<file path="config.mk">
export PLATFORM = sky130hd
export DESIGN_NAME = pmem_arbiter
export DESIGN_NICKNAME = d
export VERILOG_FILES = /design/src/rtl/pmarb_pkg.sv /design/src/rtl/pmarb_eng_track.sv /design/src/rtl/pmarb_xfr_lock.sv /design/src/rtl/pmarb_pick.sv /design/src/rtl/pmem_arbiter.sv
export SDC_FILE = /design/constraint.sdc
export NUM_CORES = 1
export LEC_CHECK = 0
export BUFFER_PORTS_ARGS = -buffer_cell sky130_fd_sc_hd__buf_2
export CORE_MARGIN = 5
export CORE_UTILIZATION = 33
export DETAILED_ROUTE_END_ITERATION = 6
export PLACE_DENSITY = 0.83
export REMOVE_ABC_BUFFERS = 1
export SLEW_MARGIN = 15
export SYNTH_ARGS = -nofsm -noshare
export SYNTH_HDL_FRONTEND = slang
export SYNTH_SLANG_ARGS = --single-unit
</file>
<file path="constraint.sdc">
create_clock -name clk -period 1.8 [get_ports clk]
set_input_delay 0.27 -clock clk [delete_from_list [all_inputs] [get_ports clk]]
set_output_delay 0.27 -clock clk [all_outputs]
set_load 0.005 [all_outputs]
</file>
<file path="src/rtl/pmarb_pkg.sv">
package pmarb_pkg;
    localparam int unsigned NUM_SRC = 4;
    localparam int unsigned NUM_ENG = 2;
    localparam int unsigned CNT_W   = 2;

    typedef enum logic [1:0] {
        SRC_ENG0 = 2'd0,
        SRC_ENG1 = 2'd1,
        SRC_XFR  = 2'd2,
        SRC_HOST = 2'd3
    } src_e;

    typedef struct packed {
        logic                host;
        logic                xfr;
        logic [NUM_ENG-1:0]  eng;
    } req_vec_t;

    typedef struct packed {
        logic valid;
        src_e src;
    } pick_t;

    function automatic logic [NUM_SRC-1:0] src_onehot(input pick_t p);
        logic [NUM_SRC-1:0] v;
        v = '0;
        if (p.valid) v[p.src] = 1'b1;
        return v;
    endfunction

    function automatic logic [CNT_W-1:0] pair_step(input logic [CNT_W-1:0] c);
        return (c == CNT_W'(1)) ? '0 : c + CNT_W'(1);
    endfunction
endpackage

</file>
<file path="src/rtl/pmarb_eng_track.sv">
module pmarb_eng_track
    import pmarb_pkg::*;
(
    input  logic clk,
    input  logic rst,
    input  logic req,
    input  logic granted,
    output logic mid_pair
);
    logic [CNT_W-1:0] run_cnt;

    always_ff @(posedge clk) begin
        if (rst)            run_cnt <= '0;
        else if (!req)      run_cnt <= '0;
        else if (granted)   run_cnt <= pair_step(run_cnt);
    end

    assign mid_pair = (run_cnt == CNT_W'(1));


    idle_resets_pair_chk: assert property (@(posedge clk) disable iff (rst)
        !req |=> !mid_pair);
endmodule

</file>
<file path="src/rtl/pmarb_xfr_lock.sv">
module pmarb_xfr_lock (
    input  logic clk,
    input  logic rst,
    input  logic xfr_req,
    input  logic xfr_granted,
    input  logic xfr_last,
    output logic busy
);
    always_ff @(posedge clk) begin
        if (rst)              busy <= 1'b0;
        else if (xfr_granted) busy <= !xfr_last;
    end


    busy_xfr_wins_chk: assert property (@(posedge clk) disable iff (rst)
        (busy && xfr_req) |-> xfr_granted);


    last_releases_chk: assert property (@(posedge clk) disable iff (rst)
        (xfr_granted && xfr_last) |=> !busy);
endmodule

</file>
<file path="src/rtl/pmarb_pick.sv">
module pmarb_pick
    import pmarb_pkg::*;
(
    input  req_vec_t           req,
    input  logic [NUM_ENG-1:0] mid,
    input  logic               xfr_busy,
    input  logic               last_eng,
    output pick_t              win
);
    logic eng_hold;
    logic both_eng;
    src_e eng_choice;

    always_comb begin
        eng_hold   = |(req.eng & mid);
        both_eng   = &req.eng;
        if (both_eng)      eng_choice = last_eng ? SRC_ENG0 : SRC_ENG1;
        else if (req.eng[0]) eng_choice = SRC_ENG0;
        else               eng_choice = SRC_ENG1;

        win.valid = 1'b1;
        if (xfr_busy && req.xfr)  win.src = SRC_XFR;
        else if (eng_hold)        win.src = eng_choice;
        else if (req.host)        win.src = SRC_HOST;
        else if (req.xfr)         win.src = SRC_XFR;
        else if (|req.eng)        win.src = eng_choice;
        else begin
            win.valid = 1'b0;
            win.src   = SRC_ENG0;
        end
    end
endmodule

</file>
<file path="src/rtl/pmem_arbiter.sv">
module pmem_arbiter
    import pmarb_pkg::*;
#(
    parameter int unsigned ADDR_W = 10,
    parameter int unsigned DATA_W = 32
) (
    input  logic                           clk,
    input  logic                           rst,
    input  logic                           eng0_req,
    input  logic                           eng1_req,
    input  logic                           xfr_req,
    input  logic                           xfr_last,
    input  logic                           host_req,
    input  logic [NUM_SRC-1:0][ADDR_W-1:0] req_addr,
    input  logic [NUM_SRC-1:0]             req_we,
    input  logic [NUM_SRC-1:0][DATA_W-1:0] req_wdata,
    output logic [NUM_SRC-1:0]             gnt,
    output logic                           mem_en,
    output logic [ADDR_W-1:0]              mem_addr,
    output logic                           mem_we,
    output logic [DATA_W-1:0]              mem_wdata
);
    req_vec_t           req;
    logic [NUM_ENG-1:0] mid;
    logic               xfr_busy;
    logic               last_eng;
    pick_t              win;

    assign req.eng  = {eng1_req, eng0_req};
    assign req.xfr  = xfr_req;
    assign req.host = host_req;

    for (genvar e = 0; e < NUM_ENG; e++) begin : g_eng
        pmarb_eng_track u_track (
            .clk      (clk),
            .rst      (rst),
            .req      (req.eng[e]),
            .granted  (gnt[e]),
            .mid_pair (mid[e])
        );


        mid_pair_holds_chk: assert property (@(posedge clk) disable iff (rst)
            (mid[e] && req.eng[e] && !xfr_busy) |-> (|gnt[NUM_ENG-1:0]));
    end

    pmarb_xfr_lock u_lock (
        .clk         (clk),
        .rst         (rst),
        .xfr_req     (xfr_req),
        .xfr_granted (gnt[SRC_XFR]),
        .xfr_last    (xfr_last),
        .busy        (xfr_busy)
    );

    pmarb_pick u_pick (
        .req      (req),
        .mid      (mid),
        .xfr_busy (xfr_busy),
        .last_eng (last_eng),
        .win      (win)
    );

    assign gnt = src_onehot(win);

    always_ff @(posedge clk) begin
        if (rst)                 last_eng <= 1'b1;
        else if (gnt[SRC_ENG0])  last_eng <= 1'b0;
        else if (gnt[SRC_ENG1])  last_eng <= 1'b1;
    end

    always_comb begin
        mem_en    = 1'b0;
        mem_addr  = '0;
        mem_we    = 1'b0;
        mem_wdata = '0;
        for (int s = 0; s < NUM_SRC; s++) begin
            if (gnt[s]) begin
                mem_en    = 1'b1;
                mem_addr  = req_addr[s];
                mem_we    = req_we[s];
                mem_wdata = req_wdata[s];
            end
        end
    end


    grant_onehot_chk: assert property (@(posedge clk) disable iff (rst)
        $onehot0(gnt));


    grant_when_asked_chk: assert property (@(posedge clk) disable iff (rst)
        (eng0_req || eng1_req || xfr_req || host_req) |-> (gnt != '0));


    port_strobe_chk: assert property (@(posedge clk) disable iff (rst)
        mem_en == (|gnt));
endmodule

</file>
; ---- Word level (Yosys, flattened, before mapping)
; Cells that the tools add are included.
[word_totals]
ff_bits = 6
in_bits = 179
out_inout_bits = 48
wordCells = 58
[op_classes]
add_sub_neg = 2
order_cmp = 2
eq_ne = 2
muxes = 36
bitwise = 3
n_reduce_logical = 9
[op_table]
columns = cell, count
row1 = 32-bit two-way mux, 4
row2 = 10-bit two-way mux, 4
row3 = 1-bit two-way mux, 18
row4 = 2-bit two-way mux, 8
row5 = 2-bit OR reduction, 4
row6 = 2-bit by 1-bit adder with 2-bit output (second input constant), 2
row7 = 2-bit by 1-bit equality test with 1-bit output (second input constant), 2
row8 = 4-bit two-way mux, 1
row9 = 2-bit by 3-bit < comparator with 1-bit output (second input constant), 1
row10 = 2-bit bitwise AND, 1
row11 = 1-bit demux with 2-bit select, 1
row12 = 2-bit by 1-bit greater-or-equal comparator with 1-bit output (second input constant), 1
row13 = 1-bit logical AND, 2
row14 = 1-bit NOT, 2
row15 = 2-bit AND reduction, 1
row16 = 2-bit nonzero test, 1
row17 = 1-bit logical NOT, 1

; ---- Logic depth before layout (Yosys ltp)
; Gate-level depths: netlist of run 1.
[logic_depth]
ltp_word = 16
ltp_mapped = 8
mapped_depth_nobuf = 5

; ---- Cells and area by module
; From an unflattened synthesis of run 1, not the netlist that was laid out.
[unflattened]
hier_cells = 186
area_unflattened_um2 = 1601.5
[modules_own_cells]
columns = mod, instances, cells_per_inst, area_per_inst_um2, seq_area_each_um2
row1 = pmem_arbiter, 1, 159, 1352.5, 20.0
row2 = pmarb_eng_track, 2, 7, 80.1, 40.0
row3 = pmarb_pick, 1, 10, 57.6, 0.0
row4 = pmarb_xfr_lock, 1, 3, 31.3, 20.0

; ---- Least setup slack after synthesis of run 1
; No wires, ideal clock.
[synth_path]
path_type = flip-flop to output port
from = register g_eng[1].u_track.run_cnt[1]
to = output mem_addr[1]
t_arrival_ps = 1636
setup_slack_ps = -106
stages_incl_launch_ff = 8
cell_sequence = dfxtp_1 > nand3b_1 > o21ai_0 > o21ai_1 > or2_1 > buf_2 > buf_2 > o221ai_1
[synth_between]
elab_chain_cells = 14
word_cells_on_any_way = 17
classes_between = order compare: 2 / eq/ne: 1 / mux: 11 / bitwise: 1 / reduce/logical: 2
[synth_lines]
columns = element, line
row1 = "start, declared", pmarb_eng_track.sv:10  ; logic [CNT_W-1:0] run_cnt;
row2 = "start signal, assigned", pmarb_eng_track.sv:15  ; else if (granted) run_cnt <= pair_step(run_cnt);
row3 = 2-bit by 1-bit equality test with 1-bit output (*), pmarb_eng_track.sv:18  ; assign mid_pair = (run_cnt == CNT_W'(1));
row4 = 2-bit bitwise AND (*), pmarb_pick.sv:15  ; eng_hold = |(req.eng & mid);
row5 = 2-bit OR reduction (*), pmarb_pick.sv:15
row6 = 2-bit two-way mux, pmarb_pick.sv:23  ; else if (eng_hold) win.src = eng_choice;
row7 = 2-bit two-way mux, pmarb_pick.sv:22  ; if (xfr_busy && req.xfr) win.src = SRC_XFR;
row8 = 2-bit by 3-bit < comparator with 1-bit output (implied by the code) / 2-bit by 1-bit greater-or-equal comparator with 1-bit output (equally long branches), pmarb_pkg.sv:27  ; if (p.valid) v[p.src] = 1'b1;
row9 = 1-bit logical AND (implied by the code), pmarb_pkg.sv:27
row10 = 1-bit two-way mux (implied by the code), pmarb_pkg.sv:27
row11 = 1-bit demux with 2-bit select, pmarb_pkg.sv:27
row12 = 4-bit two-way mux (*), pmarb_pkg.sv:27
row13 = 10-bit two-way mux (3 in a row), pmem_arbiter.sv:78  ; if (gnt[s]) begin
row14 = 10-bit two-way mux (*), pmem_arbiter.sv:78
row15 = "end, declared", pmem_arbiter.sv:19  ; output logic [ADDR_W-1:0] mem_addr,
; Mark *: on every way between the ends. The rest lies on a longest branch, timed or not.

; ---- Worst setup path in the final report of run 1
[layout_path]
from = register g_eng[0].u_track.run_cnt[1]
to = output mem_wdata[31]
[layout_between]
elab_chain_cells = 14
word_cells_on_any_way = 17
classes_between = order compare: 2 / eq/ne: 1 / mux: 11 / bitwise: 1 / reduce/logical: 2
[layout_lines]
columns = element, line
row1 = "start, declared", pmarb_eng_track.sv:10
row2 = "start signal, assigned", pmarb_eng_track.sv:15
row3 = 2-bit by 1-bit equality test with 1-bit output (*), pmarb_eng_track.sv:18
row4 = 2-bit bitwise AND (*), pmarb_pick.sv:15
row5 = 2-bit OR reduction (*), pmarb_pick.sv:15
row6 = 2-bit two-way mux, pmarb_pick.sv:23
row7 = 2-bit two-way mux, pmarb_pick.sv:22
row8 = 2-bit by 3-bit < comparator with 1-bit output (implied by the code) / 2-bit by 1-bit greater-or-equal comparator with 1-bit output (equally long branches), pmarb_pkg.sv:27
row9 = 1-bit logical AND (implied by the code), pmarb_pkg.sv:27
row10 = 1-bit two-way mux (implied by the code), pmarb_pkg.sv:27
row11 = 1-bit demux with 2-bit select, pmarb_pkg.sv:27
row12 = 4-bit two-way mux (*), pmarb_pkg.sv:27
row13 = 32-bit two-way mux (3 in a row), pmem_arbiter.sv:78
row14 = 32-bit two-way mux (*), pmem_arbiter.sv:78
row15 = "end, declared", pmem_arbiter.sv:21  ; output logic [DATA_W-1:0] mem_wdata
; Marks and branches as above.

==> results of run 1 <==
==> synthesized netlist by cell type <==
master / count
sky130_fd_sc_hd__a211o_1: 1
sky130_fd_sc_hd__a211oi_1: 1
sky130_fd_sc_hd__a211oi_4: 1
sky130_fd_sc_hd__a21boi_0: 3
sky130_fd_sc_hd__a21oi_1: 2
sky130_fd_sc_hd__a31oi_1: 31
sky130_fd_sc_hd__a32oi_1: 12
sky130_fd_sc_hd__a41o_1: 1
sky130_fd_sc_hd__and2_1: 2
sky130_fd_sc_hd__and3_1: 31
sky130_fd_sc_hd__buf_1: 1
sky130_fd_sc_hd__buf_2: 4
sky130_fd_sc_hd__buf_4: 6
sky130_fd_sc_hd__buf_6: 4
sky130_fd_sc_hd__clkbuf_1: 26
sky130_fd_sc_hd__dfxtp_1: 6
sky130_fd_sc_hd__inv_1: 4
sky130_fd_sc_hd__mux2i_1: 43
sky130_fd_sc_hd__nand2_1: 4
sky130_fd_sc_hd__nand3_1: 33
sky130_fd_sc_hd__nand3b_1: 2
sky130_fd_sc_hd__nand4b_1: 1
sky130_fd_sc_hd__nor2_1: 5
sky130_fd_sc_hd__nor2b_1: 14
sky130_fd_sc_hd__o21ai_0: 14
sky130_fd_sc_hd__o21ai_1: 2
sky130_fd_sc_hd__o221a_2: 1
sky130_fd_sc_hd__o221ai_1: 11
sky130_fd_sc_hd__o221ai_2: 20
sky130_fd_sc_hd__o311a_1: 1
sky130_fd_sc_hd__or2_1: 1
sky130_fd_sc_hd__or3_1: 1
==> layout make-up <==
type | instances | area (sq um) | area share
multi-input combinational | 238 | 1970 | 0.499
timing repair buffer | 276 | 1700 | 0.432
sequential | 6 | 121 | 0.0308
tap | 77 | 96.3 | 0.0244
clock buffer | 3 | 41.3 | 0.0105
inverter | 4 | 15.0 | 0.00381
==> worst max-delay path: cells and delay by family, from the launching register on <==
kind	cells	cell delay (ns)
compound gates	3	0.62
buf+inv	4	0.54
flops	1	0.30
simple gates	1	0.20
mux	1	0.20
==> metrics by stage <==
stage / utilization / setup slack [ns]
3_5_place_dp: 0.545 / -0.428
5_1_grt: 0.618 / -0.715
3_3_place_gp: 0.545 / -0.399
2_1_floorplan: - / -1.99
4_1_cts: 0.579 / -0.586
6_report: 0.618 / -0.573
==> state kept, by name, summed over array words and instances, names as in the netlist <==
register               flops
last_eng                   1
g_eng.u_track.run_cnt      4
u_lock.busy                1
==> per-layer routing <==
metal / wire (microns) / share of wire / up-vias / global-route usage
li1: - / - / 1651 / -
met3: 1060 / 0.090 / 27 / 0.0521
met1: 4370 / 0.37 / 1667 / 0.273
met2: 6030 / 0.51 / 210 / 0.460
met5: 0 / 0 / - / 0
met4: 322 / 0.027 / 0 / 0.103
==> where the power goes <==
part,internal [uW],total (uW),switching [uW]
Clock,145,213,68.5
Combinational,669,1240,567
Sequential,139,146,6.51
Total,953,1600,642
==> cell usage in the layout, fill, tap and decap left out, drive strengths merged <==
master / count
clkbuf: 5
nand2: 4
buf: 274
o221ai: 31
nand3b: 2
or2: 1
a21oi: 2
nand4b: 1
inv: 4
a211o: 1
a41o: 1
a21boi: 3
or3: 1
and2: 2
nor2b: 14
nand3: 33
nor2: 5
a211oi: 2
o221a: 1
and3: 31
dfxtp: 6
o311a: 1
a32oi: 12
mux2i: 43
o21ai: 16
a31oi: 31
==> worst paths after layout <==
check / from / endpoint / slack, ns / cells past startpoint
worst min-delay path: xfr_last / u_lock.busy / 0.22 / 2
worst max-delay path: g_eng[0].u_track.run_cnt[1] / mem_wdata[31] / -0.57 / 9
worst min register to register: g_eng[1].u_track.run_cnt[1] / g_eng[1].u_track.run_cnt[1] / 0.44 / 2
worst max register to register: g_eng[1].u_track.run_cnt[1] / last_eng / -0.22 / 11
==> kinds of logic after synthesis <==
kind of cell           Yosys count  synth area share
AOI/OAI and AO/OA              101             0.401
buffers and inverters           45             0.104
DFF                              6            0.0550
muxes                           43             0.197
and+or+nand+nor                 94             0.243
==> what timing repair did <==
action,CTS,global route
gates cloned,4,2
pin swaps,2,3
endpoints found under the setup margin,50,51
hold buffers,0,0
gates resized for setup,13,42
buffers inserted,5,10
==> results.tsv, run 1 <==
stage	metric	value	unit
pwr	Static Leakage	0.00202	uW
timing	Finish-stage setup viols	50	
floorplanning	Chip Width	91.3	microns
clock_tree	number of buffers created by CTS	3	
yosys	area of the mapped netlist	0.00218	sq mm
placement	weighted congestion at the end of routability-driven global placement	0.917	
finish	non-filler cells, final	604	
pwr	cell area power density	404	mW/mm^2
drt	wire length per cell	19.5	microns
critical_path	slowest cell on the critical path	sky130_fd_sc_hd__dfxtp_1	
floorplanning	number of placed I/O pins	227	
critical_path	ordered list of cells on the worst path	nand3b_1, a41o_1, a211oi_4, buf_6, buf_16, buf_12, mux2i_1, o221ai_1, buf_2	
status	status	finished, violations left	
drt	number of remaining DRC errors	0	
yosys	average size of a mapped cell	7.55	sq um
drt	via count normalized by instance count	5.89	
floorplanning	core footprint	0.00639	sq mm
finish	post-layout instance area	0.00395	sq mm
yosys	synthesis warning total	0	
clock_tree	clock latency reported for the late side of the worst-skew pair	0.23	ns
timing	Final WS setup	-0.573	ns
drt	drt pass-1 iters	5	
critical_path	type of the worst setup path	flip-flop to output pin	
critical_path	maximum fanout along the worst path	6	
drt	routed wire length	11800	microns
floorplanning	standard-cell rows	29	
yosys	top area cells in the synthesized netlist	sky130_fd_sc_hd__mux2i_1, sky130_fd_sc_hd__o221ai_2, sky130_fd_sc_hd__a31oi_1	
run	# Max-Cap Violations	0	
drt	antenna violation net count after detailed routing	0	
placement	placement-stage cell area	0.00348	sq mm
floorplanning	die outline area	0.00834	sq mm
critical_path	Critical Path Max Stage Delay	0.30	ns
yosys	register bit count reported by yosys	6	
global_routing	total congestion overflow after global routing	0	
timing	Rel. slew slack	0.678	
min_path	path type of the worst min-delay path	primary input to flip-flop	
clock_tree	CTS tree	built	
critical_path	crit end category	output pin	
placement	number of placed cells counting well taps	581	
global_routing	first-pass GRT wire length	17400	microns
critical_path	required time reported for the critical path endpoint	1.53	ns
timing	count of endpoints failing hold in the final timing report	0	
floorplanning	die outline height	91.3	microns
status	violated checks	setup timing	
yosys	sequential-to-total area share from yosys stat	0.0550	
timing	setup clock skew after layout	0.00350	ns
clock_tree	Clock Tree Root	sky130_fd_sc_hd__clkbuf_8	
global_routing	number of antenna violations at the first check in global routing	0	
timing	RSZ-0062 raised after global routing	yes	
timing	min Tclk post-route	2.37	ns
clock_tree	Max Root-Sink Buffers	2	
timing	Final Max Slew Viols	0	
clock_tree	number of clock sinks seen by CTS	6	
floorplanning	starting density of the core	0.342	
timing	ratio of final minimum period to clock period	1.32	
yosys	count of different cell masters after synthesis	32	
timing	hold_ws	0.218	ns
global_routing	aggregate global-route resource usage	0.249	
placement	post-detail-place hpwl	8310	microns
global_routing	maximum number of pins on one net before global-route repair	35	
timing	maximum frequency from static timing analysis	421	MHz
yosys	synthesized netlist cell count	289	
timing	Worst Tran Pin Value	0.482	ns
placement	Port-buffer cells	226	
clock_tree	maximum level of the CTS H-tree	1	
global_routing	via count of the first global-routing pass	3643	
pwr	peak supply drop	0.269	mV
drt	via count of the routed design	3555	
critical_path	Worst EP arrival	2.10	ns
finish	number of filler instances in the final layout	555	
pwr	post-route total power	1600	uW
yosys	largest area contributor in the synthesized netlist	sky130_fd_sc_hd__mux2i_1	
finish	share of post-route cells with drive strength above 1	0.611	
finish	number of nets in the final layout	708	
drt	Iter 0 DRT Violations	126	
finish	synthesis-to-layout area growth	80.8	%
finish	number of antenna cells inserted	0	
critical_path	type of origin of the critical path	flip-flop	
timing	sum of negative setup slack	-24.22	ns
clock_tree	register clock-pin slew on the reported worst setup and hold paths	0.04	ns
yosys	area share of the leading cell type in the synthesized netlist	0.197	
(Power assumes the default switching activity.)
==> run 2: changes to the inputs <==
--- a/config.mk
+++ b/config.mk
@@ -5,11 +5,12 @@
 export SDC_FILE = /design/constraint.sdc
 export NUM_CORES = 1
 export LEC_CHECK = 0
-export BUFFER_PORTS_ARGS = -buffer_cell sky130_fd_sc_hd__buf_2
-export CORE_MARGIN = 5
-export CORE_UTILIZATION = 33
+export ABC_AREA = 1
+export CORE_AREA = 5 5 86 88
 export DETAILED_ROUTE_END_ITERATION = 6
-export PLACE_DENSITY = 0.83
+export DIE_AREA = 0 0 91 93
+export DONT_BUFFER_PORTS = 1
+export PLACE_DENSITY = 0.49
 export REMOVE_ABC_BUFFERS = 1
 export SLEW_MARGIN = 15
 export SYNTH_ARGS = -nofsm -noshare
==> run 2 against run 1 <==
Compared with the run above:
- the run still ends with setup timing left
- combinational power shrank 26%
- fmax grew 29%
- die area grew 1.5%
- sequential power is essentially flat
- area after synthesis shrank 10%
==> results.tsv, run 2 <==
stage	metric	value	unit
status	status	finished, violations left	
status	violated checks	setup timing	
yosys	largest area contributor in the synthesized netlist	sky130_fd_sc_hd__nand4_1	
timing	hold_ws	0.202	ns
finish	post-layout instance area	0.00244	sq mm
finish	number of antenna cells inserted	0	
critical_path	Worst EP arrival	1.57	ns
finish	number of nets in the final layout	490	
clock_tree	Max Root-Sink Buffers	2	
pwr	Static Leakage	0.000866	uW
drt	number of remaining DRC errors	0	
critical_path	worst reg-to-reg path cell count	12	
finish	synthesis-to-layout area growth	24.5	%
clock_tree	Clock Tree Root	sky130_fd_sc_hd__clkbuf_8	
min_path	path type of the worst min-delay path	primary input to flip-flop	
timing	Final Max Slew Viols	0	
placement	post-detail-place hpwl	5960	microns
yosys	compound-gate portion of the synthesized area	0.0191	
finish	most common library cell in the layout ignoring fill and taps	sky130_fd_sc_hd__nand4_1	
finish	number of filler instances in the final layout	695	
floorplanning	core footprint	0.00657	sq mm
timing	Final WS setup	-0.0378	ns
drt	wire length per cell	24.4	microns
floorplanning	Chip Width	91	microns
finish	top library cells by usage in the layout, fill and taps aside	sky130_fd_sc_hd__nand4_1, sky130_fd_sc_hd__nand3_1, sky130_fd_sc_hd__nand3_2	
floorplanning	number of placed I/O pins	227	
yosys	proportion of register bits with asynchronous set or reset after synthesis	0	
clock_tree	maximum level of the CTS H-tree	1	
yosys	sequential-to-total area share from yosys stat	0.0611	
critical_path	worst setup path start	g_eng[0].u_track.run_cnt[1]	
floorplanning	die outline height	93	microns
clock_tree	number of clock sinks seen by CTS	6	
yosys	basic-gate share of the synthesized area counting and, or, nand and nor cells	0.734	
yosys	post-synthesis adder-cell area fraction	0	
finish	number of flip-flops in the largest register	4	
clock_tree	register clock-pin slew on the reported worst setup and hold paths	0.04	ns
critical_path	maximum fanout along the worst path	10	
yosys	area share of the leading cell type in the synthesized netlist	0.411	
critical_path	register-to-register path setup slack	0.21	ns
yosys	combinational family with the most area after synthesis	simple AND/OR/NAND/NOR gates	
critical_path	type of origin of the critical path	flip-flop	
pwr	cell area power density	515	mW/mm^2
timing	sum of negative setup slack	-0.489	ns
critical_path	Worst Setup EP	mem_wdata[17]	
floorplanning	die outline area	0.00846	sq mm
finish	register area	123	sq um
floorplanning	starting density of the core	0.299	
clock_tree	CTS tree	built	
yosys	most common library cells after synthesis	sky130_fd_sc_hd__nand4_1, sky130_fd_sc_hd__nand3_1, sky130_fd_sc_hd__buf_2	
global_routing	via count of the first global-routing pass	2576	
timing	count of endpoints failing hold in the final timing report	0	
finish	non-filler cells, final	389	
timing	setup clock skew after layout	0.00245	ns
finish	top flop regs	g_eng.u_track.run_cnt: 4 flops, last_eng: 1 flops, u_lock.busy: 1 flops	
drt	routed wire length	9510	microns
global_routing	total congestion overflow after global routing	0	
finish	footprint of the multi-input gates	0.00166	sq mm
run	# Max-Cap Violations	0	
clock_tree	clock latency reported for the late side of the worst-skew pair	0.22	ns
yosys	flip-flop cell with the highest count after synthesis	sky130_fd_sc_hd__dfxtp_1	
critical_path	required time reported for the critical path endpoint	1.53	ns
yosys	average size of a mapped cell	6.03	sq um
yosys	most frequently used cell type in the post-synthesis netlist	sky130_fd_sc_hd__nand4_1	
pwr	peak supply drop	0.528	mV
yosys	register bit count reported by yosys	6	
drt	Iter 0 DRT Violations	168	
min_path	cell count of the worst hold path	2	
timing	Rel. slew slack	0.768	
global_routing	first-pass GRT wire length	12600	microns
drt	drt pass-1 iters	5	
placement	number of placed cells counting well taps	370	
global_routing	maximum number of pins on one net before global-route repair	54	
critical_path	crit end category	output pin	
timing	min Tclk post-route	1.84	ns
yosys	area of the mapped netlist	0.00196	sq mm
yosys	count of different cell masters after synthesis	20	
timing	Finish-stage setup viols	34	
yosys	synthesized netlist cell count	326	
yosys	XOR/XNOR Fraction of Synth Area	0	
clock_tree	number of buffers created by CTS	3	
timing	maximum frequency from static timing analysis	544	MHz
drt	antenna violation net count after detailed routing	0	
finish	Largest Register	g_eng.u_track.run_cnt	
drt	via count of the routed design	2771	
global_routing	aggregate global-route resource usage	0.171	
timing	Worst Tran Pin Value	0.348	ns
timing	RSZ-0062 raised after global routing	yes	
yosys	mux contribution to synthesized area	0	
finish	share of post-route cells with drive strength above 1	0.230	
critical_path	end of the worst register-to-register path	g_eng[0].u_track.run_cnt[0]	
yosys	synthesis warning total	0	
placement	weighted congestion at the end of routability-driven global placement	0.843	
drt	via count normalized by instance count	7.12	
yosys	top area cells in the synthesized netlist	sky130_fd_sc_hd__nand4_1, sky130_fd_sc_hd__nand3_1, sky130_fd_sc_hd__buf_6	
placement	Port-buffer cells	0	
yosys	number of enable-type register cells in the synthesized netlist	0	
placement	placement-stage cell area	0.00195	sq mm
critical_path	type of the worst setup path	flip-flop to output pin	
floorplanning	standard-cell rows	30	
timing	ratio of final minimum period to clock period	1.02	
global_routing	number of antenna violations at the first check in global routing	0	
critical_path	worst reg2reg startpoint	g_eng[0].u_track.run_cnt[1]	
run 2: cell types whose count changed in the layout (fill, tap and decap cells not counted), moves of 14 or more:
cell and delta:
sky130_fd_sc_hd__buf_4 -27, sky130_fd_sc_hd__nand4_1 +129, sky130_fd_sc_hd__buf_2 -225, sky130_fd_sc_hd__nand3_1 +38, sky130_fd_sc_hd__and3_1 -31, sky130_fd_sc_hd__a31oi_1 -31
sky130_fd_sc_hd__nand3_2 +21, sky130_fd_sc_hd__nor2b_1 -14, sky130_fd_sc_hd__mux2i_1 -33, sky130_fd_sc_hd__o221ai_2 -20
run 2: worst max-delay path: stages, from the launching register on:
cell,delay [ns]
sky130_fd_sc_hd__dfxtp_1,0.31
sky130_fd_sc_hd__inv_2,0.05
sky130_fd_sc_hd__nand3_4,0.10
sky130_fd_sc_hd__nand2_4,0.08
sky130_fd_sc_hd__inv_4,0.07
sky130_fd_sc_hd__nand3_4,0.10
sky130_fd_sc_hd__buf_12,0.15
sky130_fd_sc_hd__nand3_4,0.11
sky130_fd_sc_hd__buf_6,0.17
sky130_fd_sc_hd__nand3_1,0.08
sky130_fd_sc_hd__nand4_1,0.13
run 2: report_power, final:
part           internal [uW]  total, uW  switching [uW]
Sequential               140        146            5.43
Combinational            372        918             546
Clock                    143        196            52.8
Total                    655       1260             604
run 2: per-layer routing:
| layer | routed length [microns] | global-route usage | up-vias |
|---|---|---|---|
| met5 | 0 | 0 | - |
| met4 | 92 | 0.0183 | 0 |
| met3 | 943 | 0.0467 | 8 |
| met2 | 4970 | 0.317 | 198 |
| met1 | 3510 | 0.201 | 1303 |
| li1 | - | - | 1262 |
run 2: worst min path at each step:
stage                     from  slack, ns        to
final                      rst       0.20  last_eng
after floorplan            rst       0.41  last_eng
after global routing       rst       0.21  last_eng
after CTS                  rst       0.20  last_eng
after global placement     rst       0.42  last_eng
after detailed placement   rst       0.43  last_eng
run 2: kinds of logic after synthesis:
family                 after synthesis
and+or+nand+nor                    251
buffers and inverters               62
DFF                                  6
AOI/OAI and AO/OA                    7
run 2: what timing repair did:
action	CTS	global route
gates cloned	1	12
resized for setup	5	33
pin swaps	0	7
hold buffers	0	0
setup endpoints to repair	31	45
setup buffers	0	3
run 2: per-stage QoR:
stage	utilization	power, uW	worst slack, ns
after floorplan	-	619	-1.24
after global placement	0.298	826	0.242
after detailed placement	0.298	842	0.196
after CTS	0.311	1070	0.00159
after global routing	0.372	1370	-0.126
final	0.372	1260	-0.0378
run 2: area by class of cell:
cell class                      instances  area share
Timing Repair Buffer                   26       0.190
Tap cell                               80      0.0409
Sequential cell                         6      0.0502
Multi-Input combinational cell        260       0.680
Inverter                               14      0.0225
Clock buffer                            3      0.0169
